<file path="src/rtl/sram_seq_pkg.sv">
`timescale 1ns/1ps
package sram_seq_pkg;
  typedef enum logic [2:0] {
    ST_IDLE, ST_RD, ST_RD_TA, ST_WR_WE, ST_WR_DAT, ST_WR_END, ST_STBY, ST_RECOV
  } seq_state_e;

  function automatic int ns2cyc(input int ns, input int clk_ps);
    int c;
    c = (ns * 1000 + clk_ps - 1) / clk_ps;
    return (c < 1) ? 1 : c;
  endfunction

  function automatic int imax(input int a, input int b);
    return (a > b) ? a : b;
  endfunction
endpackage

</file>
<file path="src/rtl/sram_seq_timer.sv">
`timescale 1ns/1ps
module sram_seq_timer #(
  parameter int CW = 4
) (
  input  logic          clk_i,
  input  logic          rst_ni,
  input  logic          load_i,
  input  logic [CW-1:0] val_i,
  output logic          zero_o
);
  logic [CW-1:0] cnt_q;

  always_ff @(posedge clk_i or negedge rst_ni) begin
    if (!rst_ni)            cnt_q <= '0;
    else if (load_i)        cnt_q <= val_i;
    else if (cnt_q != '0)   cnt_q <= cnt_q - 1'b1;
  end

  assign zero_o = (cnt_q == '0);
endmodule

</file>
<file path="src/rtl/sram_seq_dpath.sv">
`timescale 1ns/1ps
module sram_seq_dpath #(
  parameter int AW = 18,
  parameter int DW = 8
) (
  input  logic          clk_i,
  input  logic          rst_ni,
  input  logic          acc_i,
  input  logic [AW-1:0] addr_i,
  input  logic [DW-1:0] wdata_i,
  input  logic          cap_i,
  input  logic [DW-1:0] dq_i,
  output logic [AW-1:0] addr_o,
  output logic [DW-1:0] wdata_o,
  output logic [DW-1:0] rdata_o
);
  always_ff @(posedge clk_i or negedge rst_ni) begin
    if (!rst_ni) begin
      addr_o  <= '0;
      wdata_o <= '0;
    end else if (acc_i) begin
      addr_o  <= addr_i;
      wdata_o <= wdata_i;
    end
  end

  always_ff @(posedge clk_i or negedge rst_ni) begin
    if (!rst_ni)     rdata_o <= '0;
    else if (cap_i)  rdata_o <= dq_i;
  end
endmodule

</file>
<file path="src/rtl/sram_seq_ctrl.sv">
`timescale 1ns/1ps
module sram_seq_ctrl
  import sram_seq_pkg::*;
#(
  parameter int CLK_PS   = 8000,
  parameter int AW       = 18,
  parameter int DW       = 8,
  parameter int T_RC_NS  = 70,
  parameter int T_AA_NS  = 70,
  parameter int T_HZ_NS  = 25,
  parameter int T_WHZ_NS = 30,
  parameter int T_WP_NS  = 55,
  parameter int T_DS_NS  = 30
) (
  input  logic          clk_i,
  input  logic          rst_ni,
  input  logic          req_i,
  input  logic          we_i,
  input  logic [AW-1:0] addr_i,
  input  logic [DW-1:0] wdata_i,
  input  logic          standby_i,
  output logic          ready_o,
  output logic          done_o,
  output logic [DW-1:0] rdata_o,
  output logic [AW-1:0] sram_addr_o,
  output logic          sram_ce_n_o,
  output logic          sram_ce_o,
  output logic          sram_oe_n_o,
  output logic          sram_we_n_o,
  output logic [DW-1:0] sram_dq_o,
  output logic          sram_dq_oe_o,
  input  logic [DW-1:0] sram_dq_i
);
  localparam int N_RC   = ns2cyc(T_RC_NS, CLK_PS);
  localparam int N_AA   = ns2cyc(T_AA_NS, CLK_PS);
  localparam int N_HZ   = ns2cyc(T_HZ_NS, CLK_PS);
  localparam int N_WHZ  = ns2cyc(T_WHZ_NS, CLK_PS);
  localparam int N_WP   = ns2cyc(T_WP_NS, CLK_PS);
  localparam int N_DS   = ns2cyc(T_DS_NS, CLK_PS);
  localparam int N_RD   = imax(N_RC, N_AA);
  localparam int N_WD   = imax(N_DS, N_WP - N_WHZ);
  localparam int N_WEND = imax(1, N_RC - N_WHZ - N_WD);
  localparam int N_RDR  = N_RC;
  localparam int N_MAX  = imax(imax(imax(N_RD, N_HZ), imax(N_WHZ, N_WD)), imax(N_WEND, N_RDR));
  localparam int CW     = $clog2(N_MAX + 1);

  seq_state_e    st_q, st_d;
  logic          ld;
  logic [CW-1:0] ld_val;
  logic          zero;
  logic          accept;
  logic          done_q;

  assign ready_o = (st_q == ST_IDLE) && !standby_i;
  assign accept  = ready_o && req_i;

  always_comb begin
    st_d   = st_q;
    ld     = 1'b0;
    ld_val = '0;
    unique case (st_q)
      ST_IDLE: begin
        if (standby_i) st_d = ST_STBY;
        else if (req_i) begin
          ld = 1'b1;
          if (we_i) begin st_d = ST_WR_WE; ld_val = CW'(N_WHZ - 1); end
          else      begin st_d = ST_RD;    ld_val = CW'(N_RD - 1);  end
        end
      end
      ST_RD:     if (zero) begin st_d = ST_RD_TA;  ld = 1'b1; ld_val = CW'(N_HZ - 1);   end
      ST_RD_TA:  if (zero) st_d = ST_IDLE;
      ST_WR_WE:  if (zero) begin st_d = ST_WR_DAT; ld = 1'b1; ld_val = CW'(N_WD - 1);   end
      ST_WR_DAT: if (zero) begin st_d = ST_WR_END; ld = 1'b1; ld_val = CW'(N_WEND - 1); end
      ST_WR_END: if (zero) st_d = ST_IDLE;
      ST_STBY:   if (!standby_i) begin st_d = ST_RECOV; ld = 1'b1; ld_val = CW'(N_RDR - 1); end
      ST_RECOV:  if (zero) st_d = ST_IDLE;
      default:   st_d = ST_IDLE;
    endcase
  end

  always_ff @(posedge clk_i or negedge rst_ni) begin
    if (!rst_ni) begin
      st_q   <= ST_IDLE;
      done_q <= 1'b0;
    end else begin
      st_q   <= st_d;
      done_q <= zero && ((st_q == ST_RD_TA) || (st_q == ST_WR_END));
    end
  end

  sram_seq_timer #(.CW(CW)) u_timer (
    .clk_i (clk_i),
    .rst_ni(rst_ni),
    .load_i(ld),
    .val_i (ld_val),
    .zero_o(zero)
  );

  sram_seq_dpath #(.AW(AW), .DW(DW)) u_dpath (
    .clk_i  (clk_i),
    .rst_ni (rst_ni),
    .acc_i  (accept),
    .addr_i (addr_i),
    .wdata_i(wdata_i),
    .cap_i  ((st_q == ST_RD) && zero),
    .dq_i   (sram_dq_i),
    .addr_o (sram_addr_o),
    .wdata_o(sram_dq_o),
    .rdata_o(rdata_o)
  );

  // pin decode from the state register only
  logic sel;
  assign sel          = (st_q == ST_RD) || (st_q == ST_WR_WE) || (st_q == ST_WR_DAT);
  assign sram_ce_n_o  = !sel;
  assign sram_ce_o    = sel;
  assign sram_oe_n_o  = (st_q != ST_RD);
  assign sram_we_n_o  = !((st_q == ST_WR_WE) || (st_q == ST_WR_DAT));
  assign sram_dq_oe_o = (st_q == ST_WR_DAT);
  assign done_o       = done_q;

  // strobe-low run length, saturating
  logic [15:0] we_run_q;
  always_ff @(posedge clk_i or negedge rst_ni) begin
    if (!rst_ni)               we_run_q <= '0;
    else if (sram_we_n_o)      we_run_q <= '0;
    else if (we_run_q != '1)   we_run_q <= we_run_q + 1'b1;
  end


  bus_no_contention_chk: assert property (@(posedge clk_i) disable iff (!rst_ni)
    sram_dq_oe_o |-> (sram_oe_n_o && sram_ce_o && !sram_ce_n_o));

  we_needs_select_chk: assert property (@(posedge clk_i) disable iff (!rst_ni)
    !sram_we_n_o |-> (sram_ce_o && !sram_ce_n_o && sram_oe_n_o));

  drive_after_we_fall_chk: assert property (@(posedge clk_i) disable iff (!rst_ni)
    $rose(sram_dq_oe_o) |-> (!sram_we_n_o && $past(!sram_we_n_o)));

  we_pulse_width_chk: assert property (@(posedge clk_i) disable iff (!rst_ni)
    $rose(sram_we_n_o) |-> (we_run_q >= 16'(N_WP)));

  done_single_chk: assert property (@(posedge clk_i) disable iff (!rst_ni)
    done_o |=> !done_o);

  addr_hold_chk: assert property (@(posedge clk_i) disable iff (!rst_ni)
    (sram_ce_o && $past(sram_ce_o)) |-> $stable(sram_addr_o));

  busy_no_ready_chk: assert property (@(posedge clk_i) disable iff (!rst_ni)
    (sram_ce_o || !sram_we_n_o) |-> !ready_o);
endmodule

</file>
<file path="config.mk">
export PLATFORM = sky130hd
export DESIGN_NAME = sram_seq_ctrl
export DESIGN_NICKNAME = d
export VERILOG_FILES = /design/src/rtl/sram_seq_pkg.sv /design/src/rtl/sram_seq_timer.sv /design/src/rtl/sram_seq_dpath.sv /design/src/rtl/sram_seq_ctrl.sv
export SDC_FILE = /design/constraint.sdc
export NUM_CORES = 1
export LEC_CHECK = 0
export CELL_PAD_IN_SITES_DETAIL_PLACEMENT = 1
export CELL_PAD_IN_SITES_GLOBAL_PLACEMENT = 1
export CORE_MARGIN = 5
export CORE_UTILIZATION = 33
export DETAILED_ROUTE_END_ITERATION = 6
export GPL_TIMING_DRIVEN = 0
export PLACE_DENSITY_LB_ADDON = 0.08
export SETUP_SLACK_MARGIN = 0.1
export SYNTH_ARGS = -nofsm -noshare
export SYNTH_HDL_FRONTEND = slang
export SYNTH_SLANG_ARGS = --single-unit
</file>
<file path="constraint.sdc">
create_clock -name clk_i -period 1.8 [get_ports clk_i]
set_input_delay 0.27 -clock clk_i [delete_from_list [all_inputs] [get_ports clk_i]]
set_output_delay 0.27 -clock clk_i [all_outputs]
set_load 0.02 [all_outputs]
</file>
==> impl_results.md <==
- Max Slew Vio Count: 0
- Routed vias/inst: 4.697
- Ports: 80
- Commonest non-fill, non-tap cells in the layout: clkdlybuf4s50_1 (72), dfrtp_1 (41), mux2_4 (20), buf_4 (15), mux2_2 (14)
- CP Launch Type: register
- Largest net degree at the start of global routing: 36
- Fraction of layout cells with a size suffix above 1: 36.17%
- Worst-path fanout max: 8
- TritonCTS clock tree: done
- Crit Path Category: reg -> out
- FF-to-FF path depth: 5
- Fin Clk Skew: just under 0.008 ns
- Power per cell area: 1757 mW/mm²
- Post-DRT Antenna Nets: 0
- Total Wirelength: 5160 µm
- Clock transition at the registers of the reported paths: 0.08 ns
- YS warnings: 0
- Final Hold Fails: 0
- Area of the core: 0.005540 mm²
- Worst Hold Class: in -> async
- CTS buffer count: 5
- Post-synth top flop: dfrtp_1
- Number of distinct library cells after synthesis: 32
- Post-synth EDFFs: 0
- Final Net Count: 275
- Min setup slack post-route: 0.09516 ns
- RSZ-0062 raised after global routing: yes
- Final setup fails: 0
- Avg Cell Area, Syn: 14.30 µm²
- Clock root cell: clkbuf_8
- Final core occ: ~55%
- Data required, critical path: 1.53 ns
- Drt pass-1 iters: 4
- Row cnt: 27
- Clk_lat worst skew: 0.29 ns
- WL per Instance: about 17 µm
- Routed via count: roughly 1400
- DRT iter0 DRCs: 24
- HPWL after DPL: 3758 µm
- Post-synth ARST share: 100.0%
- Worst-case vdd ir drop: 643.2 µV
- Gr usage total: between 10% and 20%
- Status: finished, final reports clean
- Max frequency: between 500 and 600 MHz
- Gpl congestion: 0.7914
- Post-place setup slack: -0.4350 ns
- Leakage: between 1 and 1.5 nW
- Synthesis-to-finish area growth: 62.23%
- Starting Density: 34.08%
- Synthesized area: 0.001888 mm²
- Max-Slew Margin vs Limit: 66.25%
- Die Y-Extent: 85.64 µm
- # diodes: 0
- Arr. time, crit path: 1.43 ns
- Vias in the first global route: 1699
- Die area: 0.007334 mm²
- Remaining DRCs: 0
- Max-cap viol count: 0
- Period utilization: between 90% and 100%
- CTS Sinks: 42
- Die width: 85.64 µm
- H-tree Lvls: 2
- Tmin final: 1.705 ns
- Commonest non-fill, non-tap cell in the layout: clkdlybuf4s50_1
- Gr ovfl total: 0
- Setup crit end kind: output port
- Port Buffers: 79
- Worst Tran Pin Value: 0.5032 ns
- Clock Path Buffers: 2
- Synth Net Count: 173
- First-pass GRT wire length: 8342 µm
- Initial antenna violation count: 0
- Gate Count Post-Synth: between 100 and 150
- DP Area: 0.002789 mm²
- Design area: about 0.0031 mm²
- Synthesized flop and latch total: 42
- Register area share after synthesis: ~56%
final cells by class:
cell class,instances,area [µm²]
fill,576,2477
sequential,42,1052
timing repair buffer,95,915.9
multi-input combinational,80,840.8
tap,72,90.09
clock buffer,6,82.58
buffer,5,50.05
inverter,5,18.77
clock inverter,2,12.51
cells by family (layout without fill, tap and decap cells):
logic type               count (synthesis)  in the layout  share of synthesized area (%)
flip-flops                              42             42                          55.67
AND/OR/NAND/NOR                         25             25                          8.813
buffers and inverters                   10            113                          3.247
XOR/XNOR                                 1              1                         0.4640
multiplexers                            35             35                          24.78
adder cells (fa/ha/maj)                  2              2                          1.325
AO/OA/AOI/OAI                           17             17                          5.699
worst paths after layout:
kind / from / to / slack (ns)
setup / recovery: st_q[1] / sram_ce_n_o / 0.1
hold / removal: rst_ni / u_timer.cnt_q[3] / 0.37
setup reg to reg: st_q[1] / u_dpath.addr_o[8] / 0.18
hold reg to reg: u_dpath.rdata_o[4] / u_dpath.rdata_o[4] / 0.51
max in group asynchronous: rst_ni / st_q[0] / 0.95
min in group clk_i: u_dpath.rdata_o[4] / u_dpath.rdata_o[4] / 0.51
worst max-delay path, stage by stage (launching register included):
cell	delay [ns]
dfrtp_1	0.40
buf_6	0.15
nor3b_4	0.26
or2_4	0.17
inv_2	0.03
buf_6	0.12
power by group:
group | switching, mW | internal, mW | leakage [nW]
logic | 1.37 | 1.68 | 0.834
registers | 0.297 | 1.40 | 0.509
clock network | 0.326 | 0.308 | 0.0472
metrics by stage:
stage | total power [mW] | cells | setup TNS [ns] | hold WS, ns
after floorplan | 3.193 | 132 | 0 | -0.02559
after global placement | 4.332 | 283 | -33.22 | 0.4868
after detailed placement | 4.447 | 284 | -8.221 | 0.1412
after CTS | 5.271 | 301 | 0 | 0.3663
after global routing | 5.703 | 307 | 0 | 0.3974
final | 5.382 | 307 | 0 | 0.3739
sequential cells by signal (all words and copies together) (netlist names):
signal and count:
u_dpath.addr_o 18, u_dpath.rdata_o 8, u_dpath.wdata_o 8, u_timer.cnt_q 4
st_q 3, done_o 1
repair_timing:
action | CTS | global route
gates resized for setup | 31 | 15
hold endpoints to repair | 7 | 0
pin swaps | 3 | 4
endpoints found under the setup margin | 39 | 19
hold buffers | 1 | 0
setup buffers | 8 | 6
synth_stat cells, drive strengths merged, types with 3 or more instances:
cell type / instances / area [µm²]
dfrtp: 42 / 1051
inv: 5 / 18.77
buf: 4 / 38.78
mux2: 34 / 457.9
o21ai: 4 / 20.02
a21oi: 7 / 35.03
nor2: 4 / 15.01
nand2: 5 / 26.27
nor3b: 3 / 27.52
nor3: 3 / 15.01
per-layer routing:
| metal | up-vias | track usage, % | part of all wire, % |
|---|---|---|---|
| met5 | - | 0 | 0 |
| met4 | 0 | 4.317 | 2.0 |
| met3 | 9 | 5.476 | 7.0 |
| met2 | 54 | 25.64 | 53 |
| met1 | 714 | 16.20 | 38 |
| li1 | 665 | - | - |
(Power assumes the default switching activity.)
